File: src/rtl/cscan_pkg.sv
package cscan_pkg;

    // Drive level codes for one channel
    typedef enum logic [1:0] {
        LVL_V1 = 2'b00,
        LVL_V2 = 2'b01,
        LVL_V5 = 2'b10,
        LVL_V6 = 2'b11
    } lvl_e;

    // Scan modes, decoded from direction and duty inputs
    typedef enum logic [1:0] {
        SCAN_FWD_FULL  = 2'd0,
        SCAN_REV_FULL  = 2'd1,
        SCAN_FWD_SPLIT = 2'd2,
        SCAN_REV_SPLIT = 2'd3
    } scan_e;

    // Line clock tracking states
    typedef enum logic {
        LC_LOW  = 1'b0,
        LC_HIGH = 1'b1
    } lc_state_e;

endpackage

File: src/rtl/cscan_edge.sv
module cscan_edge
    import cscan_pkg::*;
(
    input  logic clk,
    input  logic rst_n,
    input  logic line_clk,
    output logic step
);

    lc_state_e state_q, state_d;

    // next-state logic
    always_comb begin
        state_d = state_q;
        unique case (state_q)
            LC_LOW:  if (line_clk)  state_d = LC_HIGH;   // see_high
            LC_HIGH: if (!line_clk) state_d = LC_LOW;    // see_fall
            default: state_d = LC_LOW;
        endcase
    end

    // state register
    always_ff @(posedge clk or negedge rst_n) begin
        if (!rst_n) state_q <= LC_LOW;
        else        state_q <= state_d;
    end

    // outputs: strike on the see_fall transition
    always_comb begin
        step = 1'b0;
        unique case (state_q)
            LC_LOW:  step = 1'b0;
            LC_HIGH: step = !line_clk;
            default: step = 1'b0;
        endcase
    end


    no_double_step_chk: assert property (@(posedge clk) disable iff (!rst_n)
        step |=> !step);

endmodule

File: src/rtl/cscan_shift.sv
module cscan_shift
    import cscan_pkg::*;
#(
    parameter int CH = 240
) (
    input  logic          clk,
    input  logic          rst_n,
    input  logic          step,
    input  logic          load,
    input  logic          scan_rev,
    input  logic          duty_half,
    output logic [CH-1:0] sel_q
);

    localparam int HALF = CH / 2;

    scan_e         mode;
    logic [CH-1:0] up_n;
    logic [CH-1:0] down_n;
    logic [CH-1:0] nxt;

    always_comb begin
        unique case ({duty_half, scan_rev})
            2'b00:   mode = SCAN_FWD_FULL;
            2'b01:   mode = SCAN_REV_FULL;
            2'b10:   mode = SCAN_FWD_SPLIT;
            default: mode = SCAN_REV_SPLIT;
        endcase
    end

    assign up_n   = {sel_q[CH-2:0], load};
    assign down_n = {load, sel_q[CH-1:1]};

    always_comb begin
        nxt = up_n;
        unique case (mode)
            SCAN_FWD_FULL:  nxt = up_n;
            SCAN_REV_FULL:  nxt = down_n;
            SCAN_FWD_SPLIT: begin
                nxt       = up_n;
                nxt[HALF] = load;
            end
            SCAN_REV_SPLIT: begin
                nxt         = down_n;
                nxt[HALF-1] = load;
            end
            default: nxt = up_n;
        endcase
    end

    always_ff @(posedge clk or negedge rst_n) begin
        if (!rst_n)    sel_q <= '0;
        else if (step) sel_q <= nxt;
    end


    reset_clear_chk: assert property (@(posedge clk)
        !rst_n |=> (sel_q == '0));


    hold_between_steps_chk: assert property (@(posedge clk) disable iff (!rst_n)
        !step |=> $stable(sel_q));


    fwd_full_chk: assert property (@(posedge clk) disable iff (!rst_n)
        (step && !scan_rev && !duty_half) |=>
            (sel_q[0] == $past(load)) && (sel_q[CH-1:1] == $past(sel_q[CH-2:0])));


    rev_full_chk: assert property (@(posedge clk) disable iff (!rst_n)
        (step && scan_rev && !duty_half) |=>
            (sel_q[CH-1] == $past(load)) && (sel_q[CH-2:0] == $past(sel_q[CH-1:1])));


    fwd_split_chk: assert property (@(posedge clk) disable iff (!rst_n)
        (step && !scan_rev && duty_half) |=>
            (sel_q[0] == $past(load)) && (sel_q[HALF] == $past(load)));


    rev_split_chk: assert property (@(posedge clk) disable iff (!rst_n)
        (step && scan_rev && duty_half) |=>
            (sel_q[HALF-1] == $past(load)) && (sel_q[CH-1] == $past(load)));

endmodule

File: src/rtl/cscan_level.sv
module cscan_level
    import cscan_pkg::*;
#(
    parameter int CH = 240
) (
    input  logic [CH-1:0]   sel,
    input  logic            alt_m,
    input  logic            blank,
    output logic [2*CH-1:0] level_o
);

    for (genvar i = 0; i < CH; i++) begin : g_ch
        lvl_e code;
        always_comb begin
            unique case ({sel[i] & ~blank, alt_m})
                2'b11:   code = LVL_V1;
                2'b10:   code = LVL_V6;
                2'b01:   code = LVL_V5;
                default: code = LVL_V2;
            endcase
        end
        assign level_o[2*i +: 2] = code;
    end

endmodule

File: src/rtl/cscan_top.sv
module cscan_top
    import cscan_pkg::*;
#(
    parameter int CH = 240
) (
    input  logic            clk,
    input  logic            rst_n,
    input  logic            line_clk,
    input  logic            frame_mark,
    input  logic            alt_m,
    input  logic            scan_rev,
    input  logic            duty_half,
    input  logic            blank,
    output logic [2*CH-1:0] level_o
);

    logic          step;
    logic [CH-1:0] sel_q;

    cscan_edge u_edge (
        .clk      (clk),
        .rst_n    (rst_n),
        .line_clk (line_clk),
        .step     (step)
    );

    cscan_shift #(.CH(CH)) u_shift (
        .clk       (clk),
        .rst_n     (rst_n),
        .step      (step),
        .load      (frame_mark),
        .scan_rev  (scan_rev),
        .duty_half (duty_half),
        .sel_q     (sel_q)
    );

    cscan_level #(.CH(CH)) u_level (
        .sel     (sel_q),
        .alt_m   (alt_m),
        .blank   (blank),
        .level_o (level_o)
    );

    for (genvar i = 0; i < CH; i++) begin : g_chk

        blank_unsel_chk: assert property (@(posedge clk) disable iff (!rst_n)
            blank |-> (level_o[2*i+1] != level_o[2*i]));
    end

endmodule

File: config.mk
export PLATFORM = sky130hd
export DESIGN_NAME = cscan_top
export DESIGN_NICKNAME = d
export VERILOG_FILES = /design/src/rtl/cscan_pkg.sv /design/src/rtl/cscan_edge.sv /design/src/rtl/cscan_shift.sv /design/src/rtl/cscan_level.sv /design/src/rtl/cscan_top.sv
export SDC_FILE = /design/constraint.sdc
export NUM_CORES = 1
export LEC_CHECK = 0
export CORE_ASPECT_RATIO = 1.4
export CORE_MARGIN = 3
export CORE_UTILIZATION = 30
export CTS_CLUSTER_SIZE = 25
export DETAILED_ROUTE_END_ITERATION = 12
export GPL_TIMING_DRIVEN = 0
export SLEW_MARGIN = 20
export SYNTH_ARGS = -nofsm -noshare
export SYNTH_HDL_FRONTEND = slang
export SYNTH_SLANG_ARGS = --single-unit
export TNS_END_PERCENT = 1
File: constraint.sdc
create_clock -name clk -period 16.33 [get_ports clk]
set_input_delay 1.633 -clock clk [delete_from_list [all_inputs] [get_ports clk]]
set_output_delay 1.633 -clock clk [all_outputs]
set_load 0.02 [all_outputs]
==> results of run 1 <==
-- layer usage --
layer | track usage (%) | wire (um) | up-vias
li1 | - | - | 8321
met1 | 22.0 | 28300 | 7991
met2 | 32.8 | 34900 | 485
met3 | 2.95 | 4090 | 72
met4 | 4.66 | 1460 | 6
met5 | 0 | 39 | -
-- area by class of cell --
class	instances	area (um^2)
antenna	8	20.0
buffer	106	682
clock buffer	39	781
clock inverter	8	100
fill	6988	41200
inverter	241	912
multi-input combinational	1683	13500
sequential	241	6030
tap	928	1160
timing repair buffer	490	5000
-- power groups by stage --
stage	clock network (mW)	registers, mW	logic, mW
after global placement	0	0.634	0.465
final	0.624	0.622	0.461
after detailed placement	0	0.634	0.470
after global routing	0.665	0.624	0.499
after floorplan	0	0.627	0.266
after CTS	0.644	0.623	0.472
-- worst max-delay path, cell delays in order --
cell	delay (ps)
clkdlybuf4s50_1	490
inv_8	520
buf_16	440
buf_16	450
ha_1	240
or2_2	100
clkdlybuf4s50_1	660
-- stage by stage --
| stage | total power, mW | setup WS (ps) |
|---|---|---|
| 5_1_grt | 1.79 | 9680 |
| 6_report | 1.71 | 9880 |
| 3_3_place_gp | 1.10 | -1080 |
| 3_5_place_dp | 1.10 | 9870 |
| 4_1_cts | 1.74 | 9870 |
| 2_1_floorplan | 0.893 | 3340 |
-- cell usage in the layout (no fill, tap or decap), drive strengths merged --
cell / n
mux2i: 240
diode: 8
clkinv: 3
a211oi: 1
mux2: 1
ha: 480
o21ai: 239
clkbuf: 84
buf: 67
nor2: 1
a21o: 1
dfrtp: 241
or2: 240
inv: 243
bufinv: 2
clkdlybuf4s50: 484
nand2b: 241
nand2: 239
clkinvlp: 1
-- logic make-up after synthesis --
family	count (synthesis)	share of synthesized area [%]
fa+ha+maj	480	28.4
mux	241	11.4
simple gates	721	18.5
flops	241	28.5
buf+inv	347	7.46
compound gates	241	5.72
-- worst max path at each step --
stage,start,to,slack [ps]
finish,alt_m,level_o[400],9880
global placement,alt_m,level_o[245],-1080
detailed placement,alt_m,level_o[400],9870
CTS,alt_m,level_o[400],9870
global route,alt_m,level_o[382],9680
floorplan,alt_m,level_o[101],3340
-- registers in the layout, summed over array words and instances (netlist names) --
name and count:
u_shift.sel_q 240, u_edge.state_q 1
-- synth_stat cells, drive strengths merged --
cell / count / share of area (%)
nor2: 1 / 0.018
mux2i: 240 / 11
a211oi: 1 / 0.035
nand2b: 241 / 7.2
a21o: 1 / 0.035
inv: 241 / 4.3
mux2: 1 / 0.053
clkbuf: 45 / 0.80
dfrtp: 241 / 29
buf: 61 / 2.4
nand2: 239 / 4.2
ha: 480 / 28
or2: 240 / 7.1
o21ai: 239 / 5.7
==> metrics.md, run 1 <==
| Metric | Value |
|---|---|
| Routed Antenna Nets | `0` |
| Comb pwr share | `27.0%` |
| TritonCTS Sinks | `between 200 and 250` |
| Util after Layout | `40.6%` |
| Sequential-to-total area share from yosys stat | `around 29%` |
| FMAX | `~160 MHz` |
| I/O Pins | `between 400 and 500` |
| Final WL | `slightly below 70 mm` |
| First-pass GRT wire length | `103 mm` |
| Post-CTS Resized | `0` |
| Skew-Pair Late Insertion Delay | `around 560 ps` |
| Hold Vio Cnt, Final | `0` |
| Std-Cell Rows | `114` |
| Number of global-route vias before repair | `roughly 16,000` |
| Largest net degree at the start of global routing | `roughly 120` |
| Htree depth | `1` |
| Slew margin rel. | `26.2%` |
| Worst R2R End | `u_shift.sel_q[233]` |
| Total GRT Usage | `between 10% and 20%` |
| Hold path depth | `2` |
| Count of input and output buffers | `around 490` |
| WS Path Type | `in -> out` |
| R2r startpoint | `u_edge.state_q` |
| CTS root buffer | `clkbuf_16` |
| Hold Path End | `u_shift.sel_q[239]` |
| Sw Ratio | `between 30% and 40%` |
| Synthesized Nets | `around 2,800` |
| Vias | `roughly 17,000` |
| Post-Layout Cell Count | `roughly 3,700` |
| Hold_sp | `u_shift.sel_q[239]` |
| Post-route DRC | `0` |
| Total grt overflow | `0` |
| Tcrit/Tclk final | `39.5%` |
| Via density | `4.51` |
| Critical Path Sink Type | `output pin` |
| Syn Inst Count | `between 2,000 and 2,500` |
| YS warnings | `0` |
| RSZ-0062 raised after global routing | `no` |
| TNS Setup | `0 ps` |
| Initial antenna violation count | `15` |
| Initial drt markers | `a little over 800` |
| Avg WL per Cell | `~18 um` |
| Post-CTS Setup Repair Bufs | `0` |
| Max IR drop VDD | `roughly 60 uV` |
| Cell Int Power | `1.17 mW` |
| Clk buf depth | `3` |
| Total CTS buffers | `27` |
| Clk pwr share | `a little over a third` |
| Initial core utilization | `between 30% and 40%` |
| Worst Path Required | `approximately 15,000 ps` |
| P_sw | `0.538 mW` |
| Chip Height | `between 300 and 400 um` |
| Max Cap Viol | `0` |
| Seq pwr share | `a little over a third` |
| Yosys reg bits | `approximately 240` |
| R2R Setup Slk | `around 15,000 ps` |
| Clock transition at path regs | `70 ps` |
| Worst-Margin Slew | `~1100 ps` |
| Max-slew violation count | `0` |
| Final HPWL from detailed placement | `between 50 and 60 mm` |
| Placer Congestion | `just under 0.8` |
| CTS hold repair buffers | `0` |
| Cells on worst reg2reg path | `5` |
| Pleak | `about 15 nW` |
| CP Max Fanout | `approximately 120` |
| Die X-Extent | `~230 um` |
| Final Cell Area | `~28,000 um^2` |
| Min Tclk post-route | `6450 ps` |
| Hold_ws | `about 540 ps` |
| Netlist cell types | `20` |
| P&R area growth vs syn | `33.4%` |
| Final setup vio count | `0` |
| Cells after DPL | `about 3,700` |
| Mapped Area | `21,200 um^2` |
| Hold crit path type | `reg -> reg` |
| Ratio of total power to cell area | `about 60 nW/um^2` |
| Layout cells sized above 1 | `between 10% and 20%` |
| Worst EP arrival | `between 4000 and 5000 ps` |
| Max Clock Skew | `approximately 8.5 ps` |
| DRT Pass-1 Iters | `5` |
| Full die area | `around 74,000 um^2` |
| Core Box Area | `around 70,000 um^2` |
| Status | `finished clean` |
| Placement Cell Area | `27,300 um^2` |
| Crit path launch type | `primary input` |
| Nets | `3,278` |
| CTS tree | `yes` |
| Avg Cell Area, Syn | `9.32 um^2` |
Note: power is estimated with default switching activity, not from simulation.
==> run 2: changes to the inputs <==
Clock period 16.33 ns to 6.4 ns, I/O delays scaled along.
==> metrics.md, run 2 (synthesis results as in run 1) <==
| Metric | Value |
|---|---|
| Post-CTS Resized | `0 (unchanged)` |
| Total CTS buffers | `28 (+3.7%)` |
| Via density | `4.50 (-0.15%)` |
| Largest regs | `u_shift.sel_q x240, u_edge.state_q x1` |
| TritonCTS Sinks | `241 (unchanged)` |
| Vias | `16,885 (+0.059%)` |
| CP Max Fanout | `40 (-67%)` |
| Nets | `3,289 (+0.34%)` |
| Count of input and output buffers | `485 (unchanged)` |
| Critical Path Sink Type | `output pin` |
| Clock transition at path regs | `60 ps (about the same)` |
| Layout cells sized above 1 | `14.6% (+0.44 points)` |
| First-pass GRT wire length | `104 mm (+0.80%)` |
| Initial core utilization | `30.5% (unchanged)` |
| Core Box Area | `69,500 um^2 (unchanged)` |
| Status | `finished clean` |
| Max Cap Viol | `0 (unchanged)` |
| Initial antenna violation count | `14 (-1)` |
| Cells on worst reg2reg path | `4 (-1)` |
| Hold Vio Cnt, Final | `0 (unchanged)` |
| Most frequent cells in the layout | `clkdlybuf4s50_1 (484), ha_1 (480), dfrtp_1 (241)` |
| Worst EP arrival | `4020 ps (-800 ps)` |
| Placement Cell Area | `27,500 um^2 (+0.66%)` |
| Worst Path Required | `5760 ps (-8940 ps)` |
| Largest register FFs | `240 (unchanged)` |
| Largest reg by FF count | `u_shift.sel_q` |
| Placer Congestion | `0.760 (-1.2%)` |
| Tcrit/Tclk final | `between 70 and 80%` |
| Post-route DRC | `0 (unchanged)` |
| Final WL | `68.8 mm (about the same)` |
| Final setup vio count | `0 (unchanged)` |
| RSZ-0062 raised after global routing | `no` |
| Avg WL per Cell | `18.3 um (-0.13%)` |
| Initial drt markers | `806 (-1.3%)` |
| Htree depth | `1 (unchanged)` |
| Pleak | `15.1 nW (+0.67%)` |
| Crit path launch type | `primary input` |
| Full die area | `73,800 um^2 (unchanged)` |
| Critical Path Sink | `level_o[418]` |
| Worst R2R End | `u_shift.sel_q[195]` |
| Worst-Margin Slew | `1130 ps (+18.9 ps)` |
| Die X-Extent | `230 um (unchanged)` |
| Max-slew violation count | `0 (unchanged)` |
| CTS tree | `yes` |
| Routed Antenna Nets | `0 (unchanged)` |
| CTS hold repair buffers | `0 (unchanged)` |
| I/O Pins | `488 (unchanged)` |
| Total grt overflow | `0 (unchanged)` |
| Most common cell after layout, fill and taps aside | `clkdlybuf4s50_1` |
| Ratio of total power to cell area | `154 nW/um^2 (+150%)` |
| Slew margin rel. | `24.9% (-1.3 points)` |
| R2R Setup Slk | `4810 ps (-9970 ps)` |
| FMAX | `215 MHz` |
| WS Path Type | `in -> out` |
| Number of global-route vias before repair | `16,669 (+1.6%)` |
| TNS Setup | `0 ps (unchanged)` |
| Max Clock Skew | `18.8 ps (+10.3 ps)` |
| Final Cell Area | `28,400 um^2 (+0.70%)` |
| Hold crit path type | `in -> async` |
| P&R area growth vs syn | `34.4%` |
| Clk buf depth | `3 (unchanged)` |
| Post-CTS Setup Repair Bufs | `0 (unchanged)` |
| Chip Height | `320 um (unchanged)` |
| Std-Cell Rows | `114 (unchanged)` |
| Skew-Pair Late Insertion Delay | `560 ps (about the same)` |
| Worst setup path startpoint | `alt_m` |
| Final HPWL from detailed placement | `53.0 mm (+1.1%)` |
| R2r startpoint | `u_edge.state_q` |
| Fillers | `7,004 (+0.23%)` |
| Largest net degree at the start of global routing | `89 (-28%)` |
| Max IR drop VDD | `137 uV (+130%)` |
| DRT Pass-1 Iters | `5 (unchanged)` |
| CTS root buffer | `clkbuf_16` |
| Total GRT Usage | `18.2% (+0.19 points)` |
| Min Tclk post-route | `around 4700 ps` |
run 2: cell types whose count changed in the layout (fill, tap and decap cells not counted), sizes merged, moves of 2 or more:
cell	change
buf	+10
clkinv	+5
diode	-4
inv	-2
run 2: through the flow:
stage	worst slack, ps	hold WS [ps]	total power, mW	util [%]	std cells
3_3_place_gp	-6650	509	2.80	39.1	3684
5_1_grt	1560	79.1	4.59	40.9	3748
4_1_cts	1720	52.5	4.46	40.9	3748
6_report	1740	34.5	4.38	40.9	3752
2_1_floorplan	-2210	344	2.27	-	2271
3_5_place_dp	1720	530	2.83	39.6	3699
run 2: final cells by class:
| type | instances | area (um^2) | area share, % |
|---|---|---|---|
| timing repair buffer | 500 | 5180 | 18.2 |
| clock buffer | 38 | 820 | 2.88 |
| buffer | 106 | 681 | 2.39 |
| tap | 928 | 1160 | 4.08 |
| antenna | 4 | 10.0 | 0.0352 |
| inverter | 241 | 908 | 3.20 |
| sequential | 241 | 6030 | 21.2 |
| clock inverter | 11 | 90.1 | 0.317 |
| multi-input combinational | 1683 | 13500 | 47.7 |
run 2: how the worst min path moves through the flow:
stage	cells past startpoint	start	end	slack [ps]
3_5_place_dp	2	u_shift.sel_q[239]	u_shift.sel_q[239]	530
3_3_place_gp	2	u_shift.sel_q[239]	u_shift.sel_q[239]	510
6_report	1	rst_n	u_shift.sel_q[73]	30
2_1_floorplan	0	rst_n	u_edge.state_q	340
4_1_cts	1	rst_n	u_shift.sel_q[64]	50
5_1_grt	1	rst_n	u_shift.sel_q[74]	80
run 2: per-layer routing:
layer / up-vias / track usage (%) / routed length [um]
li1: 8339 / - / -
met1: 8056 / 21.9 / 28300
met2: 418 / 33.8 / 35200
met3: 68 / 2.94 / 3770
met4: 4 / 4.24 / 1510
met5: - / 0 / 28
run 2: where the power goes:
group          switching [mW]  internal (mW)  total [mW]
Combinational           0.669          0.521        1.19
Clock                   0.673          0.932        1.60
Sequential             0.0368           1.55        1.59
run 2: critical path, cell delays in order:
cell	delay [ps]
clkdlybuf4s50_1	500
clkinvlp_4	420
buf_12	350
buf_12	200
buf_12	190
buf_12	190
buf_16	180
buf_12	190
ha_1	210
or2_2	280
clkdlybuf4s50_1	560
